## src/rtl/pirq_pkg.sv

```systemverilog
package pirq_pkg;
  // Which register group a bus address falls in
  typedef enum logic [1:0] {
    TGT_NONE = 2'd0,
    TGT_STAT = 2'd1,
    TGT_ENAB = 2'd2
  } pirq_tgt_e;

  localparam int unsigned OFF_W = 3;

  typedef struct packed {
    pirq_tgt_e        tgt;
    logic [OFF_W-1:0] off;
  } pirq_dec_t;
endpackage

```

## src/rtl/pirq_rst_sync.sv

```systemverilog
module pirq_rst_sync #(
  parameter int unsigned STAGES = 2
) (
  input  logic clk,
  input  logic rst_n,
  output logic rst_q_n
);
  logic [STAGES-1:0] sync_q;

  always_ff @(posedge clk or negedge rst_n) begin
    if (!rst_n) sync_q <= '0;
    else        sync_q <= {sync_q[STAGES-2:0], 1'b1};
  end

  assign rst_q_n = sync_q[STAGES-1];
endmodule

```

## src/rtl/pirq_bank.sv

```systemverilog
module pirq_bank #(
  parameter int unsigned            W     = 8,
  parameter logic [W-1:0]           VALID = '1
) (
  input  logic         clk,
  input  logic         rst_q_n,
  input  logic [W-1:0] evt,
  input  logic         wr_sel,
  input  logic         sw_post_mode,
  input  logic [W-1:0] wdata,
  output logic [W-1:0] posted
);
  logic [W-1:0] posted_q, posted_d;
  logic         upd_en;

  // Next state: a write is applied first, then hardware events win
  always_comb begin
    posted_d = posted_q;
    if (wr_sel) begin
      if (sw_post_mode) posted_d = posted_q | wdata;
      else              posted_d = posted_q & wdata;
    end
    posted_d = (posted_d | evt) & VALID;
  end

  assign upd_en = wr_sel | (|evt);

  always_ff @(posedge clk or negedge rst_q_n) begin
    if (!rst_q_n)    posted_q <= '0;
    else if (upd_en) posted_q <= posted_d;
  end

  assign posted = posted_q;

  // hardware events always land
  assert_hw_set_R6: assert property (@(posedge clk) disable iff (!rst_q_n)
    (|(evt & VALID)) |=> ((posted_q & $past(evt & VALID)) == $past(evt & VALID)));

  // clear mode removes bits written 0 that saw no event
  assert_clear_mode_R4: assert property (@(posedge clk) disable iff (!rst_q_n)
    (wr_sel && !sw_post_mode) |=> ((posted_q & ~$past(wdata) & ~$past(evt)) == '0));

  // post mode sets bits written 1
  assert_post_mode_R5: assert property (@(posedge clk) disable iff (!rst_q_n)
    (wr_sel && sw_post_mode) |=> ((posted_q & $past(wdata) & VALID) == ($past(wdata) & VALID)));

  // reserved bits stay empty
  assert_reserved_R8: assert property (@(posedge clk) disable iff (!rst_q_n)
    ((posted_q & ~VALID) == '0));
endmodule

```

## src/rtl/pirq_prio.sv

```systemverilog
module pirq_prio #(
  parameter int unsigned N     = 24,
  parameter int unsigned IDX_W = $clog2(N)
) (
  input  logic [N-1:0]     pend,
  output logic             irq,
  output logic [IDX_W-1:0] idx
);
  // Lowest index wins: scan downward so the last hit is the lowest
  always_comb begin
    irq = 1'b0;
    idx = '0;
    for (int i = N - 1; i >= 0; i--) begin
      if (pend[i]) begin
        irq = 1'b1;
        idx = IDX_W'(i);
      end
    end
  end
endmodule

```

## src/rtl/pirq_ctrl.sv

```systemverilog
module pirq_ctrl #(
  parameter int unsigned                    DATA_W    = 8,
  parameter int unsigned                    ADDR_W    = 8,
  parameter int unsigned                    NUM_STAT  = 3,
  parameter int unsigned                    NUM_ENAB  = 4,
  parameter logic [ADDR_W-1:0]              STAT_BASE = 8'hDA,
  parameter logic [ADDR_W-1:0]              ENAB_BASE = 8'hE0,
  parameter int unsigned                    MODE_REG  = 3,
  parameter int unsigned                    MODE_BIT  = 7,
  parameter logic [NUM_STAT*DATA_W-1:0]     SRC_VALID = 24'h3F_FFFF,
  localparam int unsigned                   NUM_SRC   = NUM_STAT * DATA_W,
  localparam int unsigned                   IDX_W     = $clog2(NUM_SRC)
) (
  input  logic               clk,
  input  logic               rst_n,
  input  logic [NUM_SRC-1:0] hw_evt,
  input  logic [ADDR_W-1:0]  bus_addr,
  input  logic               bus_wr,
  input  logic [DATA_W-1:0]  bus_wdata,
  output logic [DATA_W-1:0]  bus_rdata,
  output logic               irq,
  output logic [IDX_W-1:0]   irq_idx
);
  import pirq_pkg::*;

  localparam int unsigned ESEL_W = (NUM_ENAB > 1) ? $clog2(NUM_ENAB) : 1;

  logic rst_q_n;

  pirq_rst_sync #(.STAGES(2)) u_rst_sync (
    .clk     (clk),
    .rst_n   (rst_n),
    .rst_q_n (rst_q_n)
  );

  // Address decode
  pirq_dec_t          dec;
  logic [ADDR_W-1:0]  stat_off, enab_off;

  always_comb begin
    stat_off = bus_addr - STAT_BASE;
    enab_off = bus_addr - ENAB_BASE;
    dec.tgt  = TGT_NONE;
    dec.off  = '0;
    if (stat_off < ADDR_W'(NUM_STAT)) begin
      dec.tgt = TGT_STAT;
      dec.off = OFF_W'(stat_off);
    end else if (enab_off < ADDR_W'(NUM_ENAB)) begin
      dec.tgt = TGT_ENAB;
      dec.off = OFF_W'(enab_off);
    end
  end

  // Enable registers
  logic [DATA_W-1:0]          enab_q [NUM_ENAB];
  logic [DATA_W-1:0]          enab_d [NUM_ENAB];
  logic [NUM_ENAB-1:0]        enab_we;
  logic [NUM_ENAB*DATA_W-1:0] enab_flat;
  logic                       sw_post_mode;

  generate
    for (genvar e = 0; e < NUM_ENAB; e++) begin : g_enab
      always_comb begin
        enab_we[e] = bus_wr && (dec.tgt == TGT_ENAB) && (dec.off == OFF_W'(e));
        enab_d[e]  = enab_we[e] ? bus_wdata : enab_q[e];
      end

      always_ff @(posedge clk or negedge rst_q_n) begin
        if (!rst_q_n)        enab_q[e] <= '0;
        else if (enab_we[e]) enab_q[e] <= enab_d[e];
      end

      assign enab_flat[e*DATA_W +: DATA_W] = enab_q[e];
    end
  endgenerate

  assign sw_post_mode = enab_q[MODE_REG][MODE_BIT];

  // Posted-status banks
  logic [DATA_W-1:0]  posted [NUM_STAT];
  logic [NUM_SRC-1:0] pend;

  generate
    for (genvar k = 0; k < NUM_STAT; k++) begin : g_bank
      logic stat_we;
      assign stat_we = bus_wr && (dec.tgt == TGT_STAT) && (dec.off == OFF_W'(k));

      pirq_bank #(
        .W     (DATA_W),
        .VALID (SRC_VALID[k*DATA_W +: DATA_W])
      ) u_bank (
        .clk          (clk),
        .rst_q_n      (rst_q_n),
        .evt          (hw_evt[k*DATA_W +: DATA_W]),
        .wr_sel       (stat_we),
        .sw_post_mode (sw_post_mode),
        .wdata        (bus_wdata),
        .posted       (posted[k])
      );

      assign pend[k*DATA_W +: DATA_W] = posted[k] & enab_q[k];
    end
  endgenerate

  // Read mux
  always_comb begin
    bus_rdata = '0;
    for (int k = 0; k < NUM_STAT; k++)
      if (dec.tgt == TGT_STAT && dec.off == OFF_W'(k)) bus_rdata = posted[k];
    for (int e = 0; e < NUM_ENAB; e++)
      if (dec.tgt == TGT_ENAB && dec.off == OFF_W'(e)) bus_rdata = enab_q[e];
  end

  pirq_prio #(.N(NUM_SRC), .IDX_W(IDX_W)) u_prio (
    .pend (pend),
    .irq  (irq),
    .idx  (irq_idx)
  );

  // winner is pending and nothing below it is
  assert_lowest_wins_R7: assert property (@(posedge clk) disable iff (!rst_q_n)
    irq |-> (pend[irq_idx] && ((pend & ((NUM_SRC'(1) << irq_idx) - NUM_SRC'(1))) == '0)));

  // idle request carries index 0 and nothing pending
  assert_idle_R7: assert property (@(posedge clk) disable iff (!rst_q_n)
    !irq |-> (pend == '0 && irq_idx == '0));

  // writes outside the enable window leave the enable registers alone
  assert_enab_hold_R10: assert property (@(posedge clk) disable iff (!rst_q_n)
    (bus_wr && dec.tgt != TGT_ENAB) |=> $stable(enab_flat));
endmodule

```

## config.mk

```make
export PLATFORM = sky130hd
export DESIGN_NAME = pirq_ctrl
export DESIGN_NICKNAME = d
export VERILOG_FILES = /design/src/rtl/pirq_pkg.sv /design/src/rtl/pirq_rst_sync.sv /design/src/rtl/pirq_bank.sv /design/src/rtl/pirq_prio.sv /design/src/rtl/pirq_ctrl.sv
export SDC_FILE = /design/constraint.sdc
export NUM_CORES = 1
export LEC_CHECK = 0
export BUFFER_PORTS_ARGS = -buffer_cell sky130_fd_sc_hd__buf_2
export CAP_MARGIN = 15
export CORE_MARGIN = 8
export CORE_UTILIZATION = 50
export CTS_CLUSTER_SIZE = 30
export DETAILED_ROUTE_END_ITERATION = 12
export PLACE_DENSITY = 0.78
export SYNTH_ARGS = -nofsm -noshare
export SYNTH_HDL_FRONTEND = slang
export SYNTH_HIERARCHICAL = 1
export SYNTH_SLANG_ARGS = --single-unit
```

## constraint.sdc

```tcl
create_clock -name clk -period 2.97 [get_ports clk]
set_input_delay 0.297 -clock clk [delete_from_list [all_inputs] [get_ports clk]]
set_output_delay 0.297 -clock clk [all_outputs]
set_load 0.01 [all_outputs]
```

==> results.py <==
metrics = {
    "logic_synthesis": {
        "avgSynthCellArea_um2": 10.39,
        "synth_edf_count": 0,
        "ys_seq_elements": 56,
        "yosysUniqueCellTypes": 47,
        "seq_area_frac_synth_pct": 38.98,
        "async_flop_share_pct": 100.0,
        "ys.flop_type": "dfrtp_1",
        "yosysWarningCount": 6,
        "syn_inst": 346,
        "synth_area_um2": 3595,
    },
    "sta": {
        "final.min_clock_period_ps": 2697,
        "hold_violations": 0,
        "slew_headroom_pct": 64.63,
        "fin_crit_sh_pct": 90.82,
        "tightest_slew_ps": 530.6,
        "rsz0062_at_grt": "no",
        "setup_viol": 0,
        "timing.final.max_slew_violations": 0,
        "finalSetupTns_ps": 0,
        "fmax_ghz": 0.3707,
        "worst_clock_skew_ps": 10.86,
    },
    "min_path": {
        "hold_depth": 2,
        "worstHoldPathType": "primary input to flop",
        "min_to": "g_bank[0].u_bank/posted[6]",
        "hold_start": "hw_evt[6]",
    },
    "worst_setup_path": {
        "r2r_cells": 4,
        "cp-end-kind": "output pin",
        "crit_path_frequent_cell": "buf_2",
        "r2r_start": "enab_flat[31]",
        "cp_top_family": "buffers and inverters",
        "crit_path_max_fanout": 7,
        "crit_slowest_cell": "xor2_1",
        "critPathLaunchType": "primary input",
        "path_cells": "buf_2 -> inv_1 -> ha_1 -> a41oi_1 -> xor2_1 -> nand2_1 -> buf_4 -> mux2i_1 -> buf_2",
        "r2r_end": "g_bank[1].u_bank/posted[6]",
        "cp.arrival_ps": 2400,
        "required_ps": 2670,
        "slowest_delay_ps": 460,
        "criticalPathCategory": "primary input to output pin",
        "crit_buf_inv": 4,
        "worst-r2r-setup-slack_ps": 1860,
    },
    "cts": {
        "post_cts_resize_count": 0,
        "cts.sinks": 56,
        "clock_latency_ps": 310,
        "cts_buffers": 5,
        "path_clk_slew_ps": 100,
        "htree_levels": 2,
        "cts_tree": "yes",
        "cts.root.buffer_cell": "clkbuf_8",
        "clock_path_buffers": 2,
    },
    "global_routing": {
        "grt_pass1_wl_um": 15390,
        "grt_overflow": 0,
        "gr-usage-all-layers_pct": 19.24,
        "antenna_found_initial": 0,
        "grt_max_degree": 32,
        "grt_pass1_vias": 3110,
    },
    "pwr": {
        "power_frac_seq_pct": 50.4,
        "power.switching_w": 0.0005129,
        "cell_internal_pwr_w": 0.001198,
        "power_leakage_nw": 1.973,
        "clkPwrFrac_pct": 25.7,
        "peakVddDrop_mv": 0.3184,
        "p_per_area_nw_per_um2": 411.3,
        "switching_share_pct": 29.98,
        "pwr-share-comb_pct": 24.0,
    },
    "floorplan": {
        "die_h_um": 100.8,
        "die_x_um": 100.8,
        "ioPinCount": 57,
        "initial_core_util_pct": 50.64,
        "die_area_um2": 10160,
        "rows": 31,
        "core_area_um2": 7098,
    },
    "routing": {
        "ant_nets": 0,
        "vias": 2951,
        "dr.pass1.iters": 4,
        "avgRoutedWirePerCell_um": 17.61,
        "drcViolationCount": 0,
        "first_iter_violations": 231,
        "routed_via_density": 5.730,
        "wl_um": 9068,
    },
    "layout": {
        "drive_gt1_share_pct": 33.17,
        "area_delta_synth_final_pct": 15.73,
        "stdcell_area_um2": 4160,
        "multi_input_area_um2": 2092,
        "diodes": 0,
        "regArea_um2": 1403,
        "nFillCells": 625,
        "nets": 461,
    },
    "place": {
        "portBuffers": 54,
        "placed_area_um2": 4054,
        "gp_congestion": 0.8756,
        "dp_hpwl_um": 6722,
    },
    "job": {
        "max_cap_viol_count": 0,
    },
    "outcome": {
        "run_status": "finished clean",
    },
}
[through the flow]
stage          setup slack, ps  cells  util, %  hold WS [ps]  power (W)
2_1_floorplan            183.5    347        -         1.409   0.001137
3_3_place_gp             366.8    506    57.11         81.09   0.001267
3_5_place_dp             288.9    506    57.11         82.95   0.001284
4_1_cts                  275.5    515    58.61         166.1   0.001727
5_1_grt                  109.2    515    58.61         161.4   0.001808
6_report                 272.6    515    58.61         168.3   0.001711
[what timing repair did]
action / CTS / global route
hold buffers: 1 / 0
setup buffers: 0 / 0
hold endpoints to repair: 2 / 0
[per-layer routing]
metal | wire [um] | GRT usage [%] | share of wire, % | up-vias
met4 | 127 | 5.930 | 1.4 | 0
li1 | - | - | - | 1391
met1 | 3833 | 23.93 | 42 | 1453
met2 | 4500 | 32.14 | 50 | 97
met5 | 0 | 0 | 0 | -
met3 | 607 | 4.420 | 6.7 | 10
[layout make-up]
cell class                 count  area share (%)
clock inverter                 2          0.3308
inverter                       6          0.5414
timing repair buffer          74           10.17
tap                           99           2.977
multi-input combinational    272           50.29
sequential                    56           33.71
clock buffer                   6           1.985
[power by group through the flow]
stage	registers, W	clock network (W)	logic (W)
final	0.000862	0.000439	0.000410
after CTS	0.000862	0.000455	0.000410
after global routing	0.000872	0.000485	0.000452
after global placement	0.000873	0	0.000394
after floorplan	0.000867	0	0.000269
after detailed placement	0.000877	0	0.000407
[how the worst max path moves through the flow]
stage | cells past startpoint | startpoint | slack (ps) | endpoint
2_1_floorplan | 13 | bus_addr[1] | 180 | g_bank[1].u_bank/posted[6]
3_3_place_gp | 9 | bus_addr[5] | 370 | bus_rdata[2]
3_5_place_dp | 9 | bus_addr[5] | 290 | bus_rdata[2]
4_1_cts | 9 | bus_addr[5] | 280 | bus_rdata[2]
5_1_grt | 9 | bus_addr[5] | 110 | bus_rdata[2]
6_report | 9 | bus_addr[5] | 270 | bus_rdata[2]
[cells in the final DEF, fill, tap and decap left out, types with 5 or more instances in the layout]
cell type / count
dfrtp_1: 55
buf_2: 54
a21oi_1: 49
mux2_2: 32
o21bai_1: 25
and2_1: 24
nand2b_1: 20
nor2_1: 19
buf_4: 19
mux2i_1: 16
nand2_1: 14
mux4_2: 8
clkbuf_8: 6
nor4_1: 6
inv_1: 5
nor3_1: 5
[synth_stat cells (3+ instances only)]
master / count / area [um^2]
mux2i_1: 16 / 160.2
buf_6: 3 / 33.78
ha_1: 3 / 37.54
xnor2_1: 3 / 26.28
nand2_1: 14 / 52.55
o21ai_0: 3 / 15.01
mux2_2: 32 / 360.4
mux4_2: 8 / 180.2
nand2b_1: 20 / 125.1
nor4_1: 6 / 37.54
inv_1: 5 / 18.77
a21oi_1: 49 / 245.2
nor2_1: 19 / 71.32
nor2b_1: 4 / 25.02
buf_2: 3 / 15.01
o21bai_1: 25 / 187.7
and2_1: 24 / 150.1
nand2b_4: 4 / 55.05
buf_1: 3 / 11.26
a21oi_2: 4 / 35.03
nor3_1: 5 / 25.02
dfrtp_1: 56 / 1401
[cell families (layout without fill, tap and decap cells)]
kind of cell    after synthesis  in the layout  synth area share, %
other cells                   2              3               0.2089
simple gates                108            108                17.79
buf+inv                      19             88                2.923
flops                        56             56                38.98
fa+ha+maj                     3              3                1.044
mux                          56             56                19.49
xor+xnor                      5              5                1.218
compound gates               97             97                18.34
[registers in the layout, summed over array words and instances, names as in the netlist]
signal and cells:
u_rst_sync/sync_q 2, g_bank.u_bank/posted 22, enab_flat 32
No activity file was read; power rests on OpenSTA's default activity.
